==> src/rtl/cyc_seq_pkg.sv <==
package cyc_seq_pkg;
    typedef enum logic [1:0] {
        CYC_FETCH = 2'b00,
        CYC_EXEC  = 2'b01,
        CYC_DMA   = 2'b10,
        CYC_INTA  = 2'b11
    } cyc_e;
endpackage

==> src/rtl/seq_phase_timer.sv <==
// Clock counter inside a machine cycle; frozen while idle.
module seq_phase_timer #(
    parameter int CYC_CLKS = 8,
    parameter int TPA_AT   = 1,
    parameter int TPB_AT   = 6,
    localparam int CNT_W   = $clog2(CYC_CLKS)
) (
    input  logic clk,
    input  logic rst_n,
    input  logic hold,
    output logic tpa,
    output logic tpb,
    output logic last
);
    localparam logic [CNT_W-1:0] LAST_CNT = CNT_W'(CYC_CLKS - 1);

    typedef struct packed {
        logic [CNT_W-1:0] cnt;
    } tmr_t;

    tmr_t tmr_d, tmr_q;

    always_comb begin
        tmr_d = tmr_q;
        if (!hold) begin
            if (tmr_q.cnt == LAST_CNT) tmr_d.cnt = '0;
            else                       tmr_d.cnt = tmr_q.cnt + 1'b1;
        end
    end

    always_ff @(posedge clk or negedge rst_n) begin
        if (!rst_n) tmr_q <= '0;
        else        tmr_q <= tmr_d;
    end

    assign tpa  = (tmr_q.cnt == CNT_W'(TPA_AT));
    assign tpb  = (tmr_q.cnt == CNT_W'(TPB_AT));
    assign last = (tmr_q.cnt == LAST_CNT) && !hold;
endmodule

==> src/rtl/seq_req_arbiter.sv <==
// Samples requests at the late pulse, resolves priority at the cycle end,
// and resolves live requests for leaving idle.
module seq_req_arbiter
    import cyc_seq_pkg::*;
(
    input  logic clk,
    input  logic rst_n,
    input  cyc_e cyc,
    input  logic tpb,
    input  logic last,
    input  logic dma_in_req,
    input  logic dma_out_req,
    input  logic int_req,
    input  logic mie,
    input  logic idle_cmd,
    output logic svc_valid,
    output cyc_e svc_cyc,
    output logic svc_dir,
    output logic go_idle,
    output logic wake_valid,
    output cyc_e wake_cyc,
    output logic wake_dir
);
    typedef struct packed {
        logic din;
        logic dout;
        logic irq;
        logic idl;
    } smp_t;

    smp_t smp_d, smp_q;

    always_comb begin
        smp_d = smp_q;
        if (tpb) begin
            if (cyc != CYC_FETCH) begin
                smp_d.din  = dma_in_req;
                smp_d.dout = dma_out_req;
            end
            if (cyc == CYC_EXEC || cyc == CYC_DMA) smp_d.irq = int_req;
            if (cyc == CYC_EXEC)                   smp_d.idl = idle_cmd;
        end
        if (last) smp_d = '0;
    end

    always_ff @(posedge clk or negedge rst_n) begin
        if (!rst_n) smp_q <= '0;
        else        smp_q <= smp_d;
    end

    // Boundary choice from sampled requests
    always_comb begin
        svc_valid = 1'b1;
        svc_cyc   = CYC_DMA;
        svc_dir   = 1'b0;
        if (smp_q.din) begin
            svc_dir = 1'b1;
        end else if (smp_q.dout) begin
            svc_dir = 1'b0;
        end else if (smp_q.irq && mie) begin
            svc_cyc = CYC_INTA;
        end else begin
            svc_valid = 1'b0;
            svc_cyc   = CYC_FETCH;
        end
    end

    assign go_idle = smp_q.idl && !svc_valid && (cyc == CYC_EXEC);

    // Wake-up choice from live requests
    always_comb begin
        wake_valid = dma_in_req || dma_out_req || int_req;
        wake_dir   = dma_in_req;
        if (dma_in_req || dma_out_req) wake_cyc = CYC_DMA;
        else if (mie)                  wake_cyc = CYC_INTA;
        else                           wake_cyc = CYC_FETCH;
    end
endmodule

==> src/rtl/seq_context_regs.sv <==
// X, P, T, interrupt enable and DMA pointer.
module seq_context_regs #(
    parameter int DES_W  = 4,
    parameter int ADDR_W = 16,
    parameter int INT_X  = 2,
    parameter int INT_P  = 1
) (
    input  logic              clk,
    input  logic              rst_n,
    input  logic              int_done,
    input  logic              dma_done,
    input  logic              xp_ld,
    input  logic [DES_W-1:0]  x_din,
    input  logic [DES_W-1:0]  p_din,
    input  logic              mie_ld,
    input  logic              mie_din,
    input  logic              r0_ld,
    input  logic [ADDR_W-1:0] r0_din,
    output logic [DES_W-1:0]  x,
    output logic [DES_W-1:0]  p,
    output logic [2*DES_W-1:0] t,
    output logic              mie,
    output logic [ADDR_W-1:0] r0
);
    typedef struct packed {
        logic [DES_W-1:0]   x;
        logic [DES_W-1:0]   p;
        logic [2*DES_W-1:0] t;
        logic               mie;
        logic [ADDR_W-1:0]  r0;
    } ctx_t;

    ctx_t ctx_d, ctx_q;

    always_comb begin
        ctx_d = ctx_q;
        if (xp_ld) begin
            ctx_d.x = x_din;
            ctx_d.p = p_din;
        end
        if (mie_ld) ctx_d.mie = mie_din;
        if (r0_ld)  ctx_d.r0  = r0_din;
        if (dma_done) ctx_d.r0 = ctx_q.r0 + 1'b1;
        if (int_done) begin
            ctx_d.t   = {ctx_q.x, ctx_q.p};
            ctx_d.x   = DES_W'(INT_X);
            ctx_d.p   = DES_W'(INT_P);
            ctx_d.mie = 1'b0;
        end
    end

    always_ff @(posedge clk or negedge rst_n) begin
        if (!rst_n) begin
            ctx_q     <= '0;
            ctx_q.mie <= 1'b1;
        end else begin
            ctx_q <= ctx_d;
        end
    end

    assign x   = ctx_q.x;
    assign p   = ctx_q.p;
    assign t   = ctx_q.t;
    assign mie = ctx_q.mie;
    assign r0  = ctx_q.r0;
endmodule

==> src/rtl/cycle_sequencer.sv <==
module cycle_sequencer
    import cyc_seq_pkg::*;
#(
    parameter int CYC_CLKS = 8,
    parameter int TPA_AT   = 1,
    parameter int TPB_AT   = 6,
    parameter int DES_W    = 4,
    parameter int ADDR_W   = 16,
    parameter int FLAG_W   = 4,
    parameter int INT_X    = 2,
    parameter int INT_P    = 1
) (
    input  logic               clk,
    input  logic               rst_n,
    input  logic               dma_in_req,
    input  logic               dma_out_req,
    input  logic               int_req,
    input  logic [FLAG_W-1:0]  ef,
    input  logic               idle_cmd,
    input  logic               exec_rd,
    input  logic               xp_ld,
    input  logic [DES_W-1:0]   x_din,
    input  logic [DES_W-1:0]   p_din,
    input  logic               mie_ld,
    input  logic               mie_din,
    input  logic               r0_ld,
    input  logic [ADDR_W-1:0]  r0_din,
    output logic [1:0]         state_code,
    output logic               tpa,
    output logic               tpb,
    output logic               mrd_n,
    output logic               bus_float,
    output logic               idle,
    output logic               dma_dir,
    output logic [DES_W-1:0]   x,
    output logic [DES_W-1:0]   p,
    output logic [2*DES_W-1:0] t,
    output logic               mie,
    output logic [ADDR_W-1:0]  r0,
    output logic [FLAG_W-1:0]  flags
);
    typedef struct packed {
        cyc_e              cyc;
        logic              dir;
        logic              idle;
        logic [FLAG_W-1:0] flags;
    } seq_t;

    seq_t seq_d, seq_q;

    logic last;
    logic svc_valid, svc_dir, go_idle, wake_valid, wake_dir;
    cyc_e svc_cyc, wake_cyc;
    logic int_done, dma_done;

    seq_phase_timer #(
        .CYC_CLKS (CYC_CLKS),
        .TPA_AT   (TPA_AT),
        .TPB_AT   (TPB_AT)
    ) u_timer (
        .clk   (clk),
        .rst_n (rst_n),
        .hold  (seq_q.idle),
        .tpa   (tpa),
        .tpb   (tpb),
        .last  (last)
    );

    seq_req_arbiter u_arb (
        .clk         (clk),
        .rst_n       (rst_n),
        .cyc         (seq_q.cyc),
        .tpb         (tpb),
        .last        (last),
        .dma_in_req  (dma_in_req),
        .dma_out_req (dma_out_req),
        .int_req     (int_req),
        .mie         (mie),
        .idle_cmd    (idle_cmd),
        .svc_valid   (svc_valid),
        .svc_cyc     (svc_cyc),
        .svc_dir     (svc_dir),
        .go_idle     (go_idle),
        .wake_valid  (wake_valid),
        .wake_cyc    (wake_cyc),
        .wake_dir    (wake_dir)
    );

    assign int_done = last && (seq_q.cyc == CYC_INTA);
    assign dma_done = last && (seq_q.cyc == CYC_DMA);

    seq_context_regs #(
        .DES_W  (DES_W),
        .ADDR_W (ADDR_W),
        .INT_X  (INT_X),
        .INT_P  (INT_P)
    ) u_ctx (
        .clk      (clk),
        .rst_n    (rst_n),
        .int_done (int_done),
        .dma_done (dma_done),
        .xp_ld    (xp_ld),
        .x_din    (x_din),
        .p_din    (p_din),
        .mie_ld   (mie_ld),
        .mie_din  (mie_din),
        .r0_ld    (r0_ld),
        .r0_din   (r0_din),
        .x        (x),
        .p        (p),
        .t        (t),
        .mie      (mie),
        .r0       (r0)
    );

    always_comb begin
        seq_d = seq_q;
        if (seq_q.idle) begin
            if (wake_valid) begin
                seq_d.idle = 1'b0;
                seq_d.cyc  = wake_cyc;
                seq_d.dir  = wake_dir;
            end
        end else if (last) begin
            if (seq_q.cyc == CYC_FETCH) begin
                seq_d.flags = ef;
                seq_d.cyc   = CYC_EXEC;
            end else if (svc_valid) begin
                seq_d.cyc = svc_cyc;
                seq_d.dir = svc_dir;
            end else if (go_idle) begin
                seq_d.idle = 1'b1;
            end else begin
                seq_d.cyc = CYC_FETCH;
            end
        end
    end

    always_ff @(posedge clk or negedge rst_n) begin
        if (!rst_n) begin
            seq_q     <= '0;
            seq_q.cyc <= CYC_FETCH;
        end else begin
            seq_q <= seq_d;
        end
    end

    always_comb begin
        mrd_n = 1'b1;
        if (!seq_q.idle) begin
            case (seq_q.cyc)
                CYC_FETCH: mrd_n = 1'b0;
                CYC_EXEC:  mrd_n = !exec_rd;
                CYC_DMA:   mrd_n = seq_q.dir;
                default:   mrd_n = 1'b1;
            endcase
        end
    end

    assign state_code = seq_q.cyc;
    assign idle       = seq_q.idle;
    assign bus_float  = seq_q.idle;
    assign dma_dir    = seq_q.dir;
    assign flags      = seq_q.flags;
endmodule

==> config.mk <==
export PLATFORM = sky130hd
export DESIGN_NAME = cycle_sequencer
export DESIGN_NICKNAME = d
export VERILOG_FILES = /design/src/rtl/cyc_seq_pkg.sv /design/src/rtl/seq_phase_timer.sv /design/src/rtl/seq_req_arbiter.sv /design/src/rtl/seq_context_regs.sv /design/src/rtl/cycle_sequencer.sv
export SDC_FILE = /design/constraint.sdc
export NUM_CORES = 1
export LEC_CHECK = 0
export ABC_AREA = 1
export BUFFER_PORTS_ARGS = -buffer_cell sky130_fd_sc_hd__buf_2
export CAP_MARGIN = 0
export CORE_MARGIN = 2
export CORE_UTILIZATION = 34
export CTS_BUF_LIST = sky130_fd_sc_hd__clkbuf_8
export DETAILED_ROUTE_END_ITERATION = 10
export GPL_ROUTABILITY_DRIVEN = 0
export HOLD_SLACK_MARGIN = 0.12
export PLACE_DENSITY = 0.68
export SYNTH_ARGS = -nofsm -noshare
export SYNTH_HDL_FRONTEND = slang
export SYNTH_SLANG_ARGS = --single-unit
==> constraint.sdc <==
create_clock -name clk -period 4.6 [get_ports clk]
set_input_delay 0.46 -clock clk [delete_from_list [all_inputs] [get_ports clk]]
set_output_delay 0.46 -clock clk [all_outputs]
set_load 0.01 [all_outputs]
==> metrics.txt <==
outcome finished clean; VDD IR max 0.000203 V; Max Slew Vio Count 0; DRC errors left 0; Post-Route WL 6390 um; pwr/cell area 417 nW/um2; CTS Buf Count 5; grt total ovfl 0; sequential power share 45.8%; Cells after Synth 326; Post-Synthesis Cell Area 2670 um2; Area growth syn-to-layout 22.8%; HPWL after detailed placement 4870 um; ANT cells 0; Sw Share 38.7%; Pint 0.000836 W; die height 92.5 um; post-synthesis compound-gate area fraction 11.5%; FF-to-FF path depth 9; Crit Reg-Reg Endpoint u_ctx.p[2]; period utilisation layout 43.6%; drt first pass iters 5; Synthesized Nets 375; DR iter-0 viols 43; worst r2r src u_timer.tmr_q[1]; CP startpoint kind flip-flop; Worst-Margin Slew 0.633 ns; CP endpoint mrd_n; antenna violations before repair 0; r2r setup slk 2.65 ns; combinational power share 34.2%; CTS Sinks 48; die width 92.5 um; largest net degree at the start of global routing 49; mux contribution to synthesized area 1.69%; WL met1 2870 um; final clock skew 0.00897 ns; CTS resizes 0; share of cells above drive strength 1 27.6%; Unique masters post-synth 36; crit path time final 2.00 ns; via count 2450; TNS Setup 0 ns; deepest clock path buffer count 2; met3 WL 366 um; post-DR vias/cell 4.76; Avg Inst Size Synth 8.18 um2; Leakage 1.76 nW; CTS root buf clkbuf_8; Sw Pwr 0.000529 W; Post-CTS Setup Inserts 0; Clk pwr share 20.0%; DIE AREA 8560 um2; vias in the first global route 2360; CP required 4.14 ns; EDFF count, synth 0; Worst Setup SP state_code[0]; final setup fails 0; max-cap violations 0; top-area cell type share of the netlist area 44.1%; CP Max Fanout 6; H-tree Lvls 2; synth top area cells dfrtp_1, nand2_1, inv_1; Post-synth top flop dfrtp_1; met2 wire len 3050 um; clock latency on the worst-skew pair 0.31 ns; first-pass GRT wire length 10700 um; share of flip-flops with an asynchronous set or reset 100%; IO buf count 83; final antenna-violating net count 0; Reg clk slew, reported paths 0.10 ns; Finished Layout Cells 515; post-synthesis simple-gate area fraction 27.3%; placed insts 507; Starting Density 34.8%; Seq cells post-synth 48; num ports 84; Synth Area in Adders 4.69%; Crit Path Class flip-flop to primary output; Core ar. 7650 um2; top sig layer met4; max_slew headroom 57.8%; row count 32; Yosys warnings 0; TritonCTS clock tree built; largest family of logic cells by synthesized area simple AND/OR/NAND/NOR gates; Synth Area in XOR/XNOR 0.986%; RSZ-0062 raised after global routing no; area leader, netlist dfrtp_1; CTS Hold Bufs 0; Post-synth top cells nand2_1, dfrtp_1, inv_1; drt wl/cell 12.4 um; All-Layer GR Usage 15.6%; top-count cell post-synth nand2_1; CP Capture Type primary output; Fin. Hold Viols 0; number of fill cells 788; Fmax 0.499 GHz; nets@finish 461; sequential area share after synthesis 45.1%; Hold Path Class primary input to asynchronous set/reset pin; CP arrival 1.54 ns
[registers in the layout, indices dropped and copies added (netlist names)]
| register | count |
|---|---|
| u_ctx.r0 | 16 |
| flags | 4 |
| state_code | 2 |
| bus_float | 1 |
| u_ctx.mie | 1 |
| u_ctx.p | 4 |
| u_ctx.x | 4 |
| u_ctx.t | 8 |
| u_arb.smp_q | 4 |
| dma_dir | 1 |
| u_timer.tmr_q | 3 |
[logic make-up after synthesis]
family,count (synthesis)
multiplexers,4
AND/OR/NAND/NOR,155
XOR/XNOR,3
AO/OA/AOI/OAI,51
adder cells (fa/ha/maj),10
buffers and inverters,55
flip-flops,48
[worst min path at each step]
stage	from	endpoint	slack, ns	cells after the start
after CTS	rst_n	state_code[1]	0.26	2
final	rst_n	u_ctx.r0[2]	0.25	2
after global routing	rst_n	state_code[1]	0.29	2
after global placement	u_ctx.t[5]	u_ctx.t[5]	0.47	2
after floorplan	rst_n	bus_float	0.16	0
after detailed placement	u_ctx.t[7]	u_ctx.t[7]	0.47	2
[through the flow]
stage / hold WS, ns / utilization, % / worst slack (ns) / power [W] / instance area (um2)
final: 0.247 / 42.8 / 2.60 / 0.00136 / 3270
after global routing: 0.289 / 42.8 / 2.40 / 0.00148 / 3270
after CTS: 0.264 / 42.8 / 2.57 / 0.00139 / 3270
after detailed placement: 0.468 / 41.5 / 2.62 / 0.00110 / 3180
after global placement: 0.469 / 41.5 / 2.74 / 0.00109 / 3180
after floorplan: 0.164 / - / 3.03 / 0.000914 / 2670
[critical path, cell delays in order (launching register included)]
cell and delay, ns:
dfrtp_1 0.45, inv_1 0.10, ha_1 0.28, a21oi_1 0.16
o211ai_1 0.10, buf_2 0.15
[metal layers]
layer / GRT usage [%] / vias to the layer above
met5: 0 / -
met3: 3.50 / 8
met2: 26.4 / 76
li1: - / 1236
met4: 5.97 / 0
met1: 19.3 / 1130
[cell type report]
| cell class | instances | area, um2 | area share [%] |
|---|---|---|---|
| clock inverter | 3 | 26.3 | 0.803 |
| sequential | 48 | 1200 | 36.7 |
| tap | 102 | 128 | 3.90 |
| clock buffer | 5 | 68.8 | 2.10 |
| inverter | 50 | 193 | 5.89 |
| multi-input combinational | 223 | 1230 | 37.6 |
| timing repair buffer | 84 | 423 | 12.9 |
[cells in the final DEF (no fill, tap or decap), types with 2 or more instances in the layout]
master,n
ha_1,10
nand3_1,30
inv_1,46
a21oi_1,4
nor2_1,30
nor2_4,3
o21ai_0,23
xnor2_1,2
nand2_4,5
inv_4,2
nor3_1,4
o21ai_1,2
nand2_1,72
inv_6,2
mux2_2,4
dfrtp_1,47
o21a_1,5
nand2_2,2
o211ai_1,4
a31oi_1,7
clkbuf_8,5
inv_2,2
nand4_1,6
buf_2,83
[power groups by stage]
stage	sequential, W	combinational (W)	clock [W]
after detailed placement	0.000633	0.000471	0
after global routing	0.000642	0.000529	0.000310
after global placement	0.000630	0.000457	0
after CTS	0.000625	0.000474	0.000290
after floorplan	0.000657	0.000258	0
final	0.000625	0.000467	0.000273
No activity file was read; power rests on OpenSTA's default activity.
